<file path="src/rtl/sermem_front.sv">
module sermem_front #(
  parameter int AW = 6,
  parameter int DW = 16
) (
  input  logic clk,
  input  logic rst_n,
  input  logic sel,
  input  logic sclk,
  input  logic sdi,
  input  logic prot_sel,
  input  logic wr_en_pin,
  output logic sdo,
  output logic sdo_oe
);
  localparam int WORDS = 1 << AW;
  localparam int CW = $clog2(DW) + 1;

  typedef enum logic [2:0] {S_IDLE, S_HDR, S_DATA, S_RD, S_HOLD} st_t;

  st_t st;
  logic sclk_q, rise, all_q, wen_q;
  logic [CW-1:0] cnt;
  logic [AW+1:0] hdr;
  logic [AW+1:0] nxt;
  logic [AW-1:0] addr;
  logic [DW-1:0] dat, obuf;
  logic [DW-1:0] word;
  logic [WORDS-1:0][DW-1:0] mem;

  assign rise = sclk & ~sclk_q;
  assign nxt  = {hdr[AW:0], sdi};
  assign word = {dat[DW-2:0], sdi};

  always_ff @(posedge clk or negedge rst_n) begin
    if (!rst_n) sclk_q <= 1'b0;
    else        sclk_q <= sclk;
  end

  always_ff @(posedge clk or negedge rst_n) begin
    if (!rst_n) begin
      st <= S_IDLE; cnt <= '0; hdr <= '0; addr <= '0; dat <= '0; obuf <= '0;
      sdo <= 1'b0; sdo_oe <= 1'b0; all_q <= 1'b0; wen_q <= 1'b0; mem <= '0;
    end else if (!sel) begin
      st <= S_IDLE; cnt <= '0; sdo <= 1'b0; sdo_oe <= 1'b0;
    end else if (rise) begin
      case (st)
        S_IDLE: if (sdi) begin st <= S_HDR; cnt <= '0; end
        S_HDR: begin
          hdr <= nxt;
          cnt <= cnt + 1'b1;
          if (cnt == CW'(AW + 1)) begin
            cnt <= '0;
            st  <= S_HOLD;
            if (!prot_sel) begin
              case (nxt[AW+1:AW])
                2'b10: begin
                  st <= S_RD; addr <= nxt[AW-1:0]; obuf <= mem[nxt[AW-1:0]];
                  sdo <= 1'b0; sdo_oe <= 1'b1;
                end
                2'b01: begin st <= S_DATA; addr <= nxt[AW-1:0]; all_q <= 1'b0; end
                2'b00: begin
                  case (nxt[AW-1:AW-2])
                    2'b11: wen_q <= 1'b1;
                    2'b00: wen_q <= 1'b0;
                    2'b01: begin st <= S_DATA; all_q <= 1'b1; end
                    default: ;
                  endcase
                end
                default: ;
              endcase
            end
          end
        end
        S_DATA: begin
          dat <= word;
          cnt <= cnt + 1'b1;
          if (cnt == CW'(DW - 1)) begin
            st <= S_HOLD;
            if (wen_q && wr_en_pin && !prot_sel) begin
              if (all_q) mem <= {WORDS{word}};
              else       mem[addr] <= word;
            end
          end
        end
        S_RD: begin
          sdo  <= obuf[DW-1];
          obuf <= obuf << 1;
          cnt  <= cnt + 1'b1;
          if (cnt == CW'(DW - 1)) begin
            cnt  <= '0;
            addr <= addr + 1'b1;
            obuf <= mem[addr + 1'b1];
          end
        end
        default: ;
      endcase
    end
  end
endmodule

</file>
<file path="config.mk">
export PLATFORM = sky130hd
export DESIGN_NAME = sermem_front
export DESIGN_NICKNAME = d
export VERILOG_FILES = /design/src/rtl/sermem_front.sv
export SDC_FILE = /design/constraint.sdc
export NUM_CORES = 2
export LEC_CHECK = 0
export ABC_CLOCK_PERIOD_IN_PS = 3400
export BUFFER_PORTS_ARGS = -buffer_cell sky130_fd_sc_hd__buf_2
export CAP_MARGIN = 20
export CORE_MARGIN = 2
export CORE_UTILIZATION = 35
export DETAILED_ROUTE_END_ITERATION = 6
export GPL_TIMING_DRIVEN = 0
export PLACE_DENSITY_LB_ADDON = 0.12
export SLEW_MARGIN = 20
export SYNTH_ARGS = -nofsm -noshare
export SYNTH_HDL_FRONTEND = slang
export SYNTH_SLANG_ARGS = --single-unit
</file>
<file path="constraint.sdc">
create_clock -name clk -period 3.4 [get_ports clk]
set_input_delay 0.51 -clock clk [delete_from_list [all_inputs] [get_ports clk]]
set_output_delay 0.51 -clock clk [all_outputs]
set_load 0.02 [all_outputs]
</file>
## Word level (Yosys, flattened, before mapping)

Cells that the tools add are included.

- Bits in registers: 1081
- Bits of input ports: 7
- Output and inout port bits: 2
- Logic and storage cells: 182

- $add $sub $neg: 2
- Magnitude comparators: 4
- Equal/unequal tests: 28
- Mux-type cells: 48
- Bitwise logic cells: 3
- Reduce and logical (&&, ||, !) cells: 22

Operators with widths:

| operator | number |
|---|---|
| bitwise mux 1024 bit | 1 |
| two-way mux 1024 bit | 1 |
| binary-select mux 16 bit (select 6 bit) | 2 |
| two-way mux 16 bit | 7 |
| demux 16 bit (select 6 bit) | 1 |
| one-hot mux 16 bit (2 select lines) | 1 |
| two-way mux 5 bit | 5 |
| two-way mux 6 bit | 4 |
| < comparator 6 x 7 -> 1 bit (second input constant) | 3 |
| two-way mux 3 bit | 7 |
| AND reduction 7 bit | 3 |
| one-hot mux 5 bit (4 select lines) | 1 |
| AND reduction 5 bit | 4 |
| one-hot mux 3 bit (3 select lines) | 2 |
| two-way mux 1 bit | 12 |
| inequality test 2 x 1 -> 1 bit (second input constant) | 6 |
| inequality test 3 bit (second input constant) | 4 |
| one-hot mux 6 bit (2 select lines) | 1 |
| inequality test 2 bit (second input constant) | 5 |
| AND reduction 3 bit | 3 |
| adder 6 x 1 -> 6 bit (second input constant) | 1 |
| == test 3 x 2 -> 1 bit (second input constant) | 2 |
| >= comparator 6 x 1 -> 1 bit (second input constant) | 1 |
| one-hot mux 1 bit (2 select lines) | 3 |
| 19 further kinds | 27 |

## Depth between registers and ports, before layout

- Depth in word-level cells: 8
- Mapped depth: 12
- Mapped depth without buffers: 9

## Least setup slack after synthesis

OpenSTA, ideal clock, no wires.

- Path type: register to register
- From: register addr[0]
- To: register obuf[1]
- Library setup time: 128 ps
- Arrival time: 2724 ps
- Data required time: 3272 ps
- Slack: 548 ps
- Cell stages (with the launch flop): 11
- Path buffers: 4
- Clock period less this slack: 2852 ps
- Cell sequence: dfrtp_1 -> ha_1 -> clkbuf_1 -> buf_1 -> clkbuf_1 -> clkbuf_1 -> mux4_2 -> a222oi_1 -> a21oi_1 -> nor4_1 -> a21oi_1

- Word-level cells in the longest chain between the ends: 5

RTL lines:

| item | line | RTL |
|---|---|---|
| from (decl) | 25 | `logic [AW-1:0] addr;` |
| from (signal assigned) | 91 | `addr <= addr + 1'b1;` |
| adder 6 x 1 -> 6 bit | 92 | `obuf <= mem[addr + 1'b1];` |
| binary-select mux 16 bit (select 6 bit) | 92 |  |
| two-way mux 16 bit (not written as such) | 92 |  |
| two-way mux 16 bit | 89 | `if (cnt == CW'(DW - 1)) begin` |
| one-hot mux 16 bit (2 select lines) | 46 | `case (st)` |
| to (signal assigned) | 87 | `obuf <= obuf << 1;` |
| to (signal assigned) | 92 |  |
| to (decl) | 26 | `logic [DW-1:0] dat, obuf;` |

Every way passes these cells. The select of a mux whose other input is x is not followed.
A chain may end at the register's enable or synchronous reset.

## Worst setup path in the final report

- From: register hdr[1]
- To: register obuf[11]

- Word-level cells in the longest chain between the ends: 6

RTL lines:

| item | line | RTL |
|---|---|---|
| from (decl) | 23 | `logic [AW+1:0] hdr;` |
| from (signal assigned) | 49 | `hdr <= nxt;` |
| binary-select mux 16 bit (select 6 bit) | 57 | `st <= S_RD; addr <= nxt[AW-1:0]; obuf <= mem[nxt[AW-1:0]];` |
| two-way mux 16 bit (not written as such) | 57 |  |
| two-way mux 16 bit | 55 | `case (nxt[AW+1:AW])` |
| two-way mux 16 bit | 54 | `if (!prot_sel) begin` |
| two-way mux 16 bit | 51 | `if (cnt == CW'(AW + 1)) begin` |
| one-hot mux 16 bit (2 select lines) | 46 |  |

Every way passes these cells. The select of a mux whose other input is x is not followed.

==> results.cfg <==
[outcome]
status = finished with violations
violations = DRC, setup timing

[final_layout]
fillCellCount = 15900
syn_to_final_growth_pct = 16.8
fin_cells = 6568
layout_common_cells = dfrtp_1 (1079), mux2_4 (530), mux4_2 (520)
nets = 4156
drive_gt1_share_pct = 52.8
post-route-util_pct = 41.0
seq_area_um2 = 27100
multi_input_area_um2 = 31500
final_common_cell = dfrtp_1

[floorplanning]
fp.coreArea_um2 = 173000
die_h_um = 421
start_util_pct = 35.1
die-area_um2 = 177000
chipWidth_um = 421
rows = 153
io_pins = 9

[setup_path]
startpoint_type = flop
path_max_fanout = 10
path_class = flop to flop
crit_start = hdr[1]
r2r-start = hdr[1]
r2r_end = obuf[11]
rr_worst_depth = 10
rrSetupSlack_ps = -120
cp.required_ps = 4120
cp.arrival_ps = 4240
crit_end = obuf[11]
crit_path_end_kind = flop

[power]
power.internal_mw = 21.7
p_leak_nw = 30.2
design_power_total_mw = 29.6
clock_power_share_pct = 48.3
p_sw_mw = 7.90
ir_worst_vdd_mv = 0.411
p_comb_share_pct = 8.1
p_per_area_nw_per_um2 = 415
seqPwrFrac_pct = 43.6
p_sw_share_pct = 26.7

[yosys]
synth_top_flop_cell = dfrtp_1
synth_area_leaders = dfrtp_1 (44%), mux4_2 (19%), mux2_4 (13%), mux2_2 (9.2%), buf_12 (1.9%)
synth_top_area_share_pct = 44.4
netlist_area_um2 = 60900
synth_compound_area_share_pct = 4.32
synthSimpleGateAreaFrac_pct = 3.82
syn_area_per_cell_um2 = 15.6
yosysWarnings = 0
synth_largest_area_cell = dfrtp_1
synth_nets = 3916
synth_fa_ha_area_share_pct = 0.226
ys_seq_elements = 1081
yosysUniqueCellTypes = 75
synth.area.mux_share_pct = 42.7
synthXorXnorAreaFrac_pct = 0.0575
synth_cells = 3898
synth.yosys.seq_area_share_pct = 44.4
synthArstFlopShare_pct = 100
synth_top_family_by_area = multiplexers
synth_edf_count = 0

[timing]
period_minus_slack_ps = 3520
clock_skew_ps = 42.5
relSlewSlack_pct = 19.5
whs_ps = 178
fin_ws_ps = -123
worst_pin_slew_ps = 1210
final.setup.tns_ps = -173
setup_viol = 5
max_freq_mhz = 284
period_share_pct = 104
rsz0062_at_grt = true
drv_slew = 0
hold_viol = 0

[detailed_routing]
first_pass_iters = 7
wl_met3_um = 29400
drc_errors = 12
routed_wl_um = 287000
wl_per_cell_um = 43.7
vias = 41700
viasPerCell = 6.36
wl_met1_um = 116000
drtIter0Drc = 5468
topRoutingLayerUsed = met5
antenna_left = 0
wl_met2_um = 123000

[global_routing]
grt_use_total_pct = 32.0
grt_max_degree = 125
grt_overflow = 0
grt_pass1_wl_um = 385000
grt_pass1_vias = 41200
grt_antenna_before_repair = 14

[place]
dp.cells = 6292
gp_congestion = 1.01
dp.final_hpwl_um = 201000
io_buffers = 7

[clock_network]
root_buffer = clkbuf_16
worstSkewPairLatency_ps = 810
clock_path_buffers = 3
clock-sinks = 1081
cts_tree = done
cts.htree.levels = 4
cts_buffers = 136
clk_pin_slew_worst_paths_ps = 60

[run]
drv_cap = 0

[min_path]
hold_class = input pin to flop
min_from = prot_sel
kinds of logic (layout without fill, tap and decap cells):
| kind of cell | count (synthesis) | in the layout |
|---|---|---|
| DFF | 1081 | 1081 |
| buffers and inverters | 411 | 749 |
| adders and majority gates | 11 | 11 |
| muxes | 1620 | 1620 |
| other | 0 | 7 |
| and+or+nand+nor | 382 | 382 |
| xor gates and xnor gates | 4 | 4 |
| AOI/OAI and AO/OA | 389 | 389 |
final cells by class:
class / count / area share, %
diodes: 7 / 0.0246
plain buffers: 389 / 4.90
clock buffers: 198 / 5.61
clock inverters: 38 / 0.359
inverters: 14 / 0.0844
multi-input cells: 2406 / 44.3
flip-flops and latches: 1081 / 38.0
well taps: 2325 / 4.09
repair buffers: 110 / 2.65
layer usage:
layer | vias to the layer above | global-route usage [%]
met3 | 650 | 9.92
met5 | - | 0
met2 | 2575 | 46.0
met1 | 22900 | 43.0
li1 | 15700 | -
met4 | 6 | 17.7
worst max-delay path, stage by stage (launching register included):
cell and delay, ps:
dfrtp_2 550, buf_4 370, buf_4 380, clkbuf_4 410, buf_6 370, mux2i_1 150
a32oi_1 610, nand3_1 240, nand4_1 150, o21ai_0 80, o21ai_0 80
registers in the layout (all words and copies together) (netlist names), 3 cells and up:
register,flops
addr,6
cnt,5
dat,15
hdr,7
mem,1024
obuf,16
st,3
stage by stage:
step / area, um^2 / setup slack [ps]
detailed placement: 65400 / -1800
floorplan: 60900 / 548
global placement: 63900 / -23940
global route: 71200 / -20.4
CTS: 70500 / -28.0
finish: 71200 / -123
power by group through the flow:
| stage | Combinational [mW] | Clock (mW) | Sequential [mW] |
|---|---|---|---|
| detailed placement | 2.25 | 0 | 13.1 |
| CTS | 2.32 | 14.5 | 12.9 |
| global placement | 2.13 | 0 | 13.1 |
| finish | 2.38 | 14.3 | 12.9 |
| floorplan | 0.874 | 0 | 13.1 |
| global route | 2.41 | 15.0 | 12.9 |
worst min-delay path by stage:
stage | end | slack, ps | cells past startpoint
after floorplan | addr[0] | 210 | 0
after global placement | mem[52] | 490 | 1
after detailed placement | mem[278] | 440 | 1
after CTS | all_q | 140 | 5
after global routing | all_q | 200 | 5
final | all_q | 180 | 5
Yosys cell counts, types with 12 or more instances:
cell type  count
mux4_2       520
a21oi_1      142
a211oi_1      12
a222oi_1      62
mux2_1        16
nor4_1        14
buf_6         13
buf_1         39
mux2i_1       55
nor2b_1       19
buf_2         66
nand3_1       25
nor2_1        36
nor2_4        53
dfrtp_1     1081
a22oi_1       22
nand2_1      135
nand4_1       12
o21ai_0       57
inv_1         12
mux2_2       499
buf_12        59
nor3_1        21
clkbuf_1     213
mux2_4       530
what timing repair did:
item / in CTS / in global routing
hold buffers: 3 / 0
gates resized for setup: 233 / 98
pin swaps: 13 / 34
buffers inserted: 8 / 30
endpoints found under the hold margin: 55 / 0
setup endpoints to repair: 222 / 147
cloned: 0 / 0
Note: power is estimated with default switching activity, not from simulation.
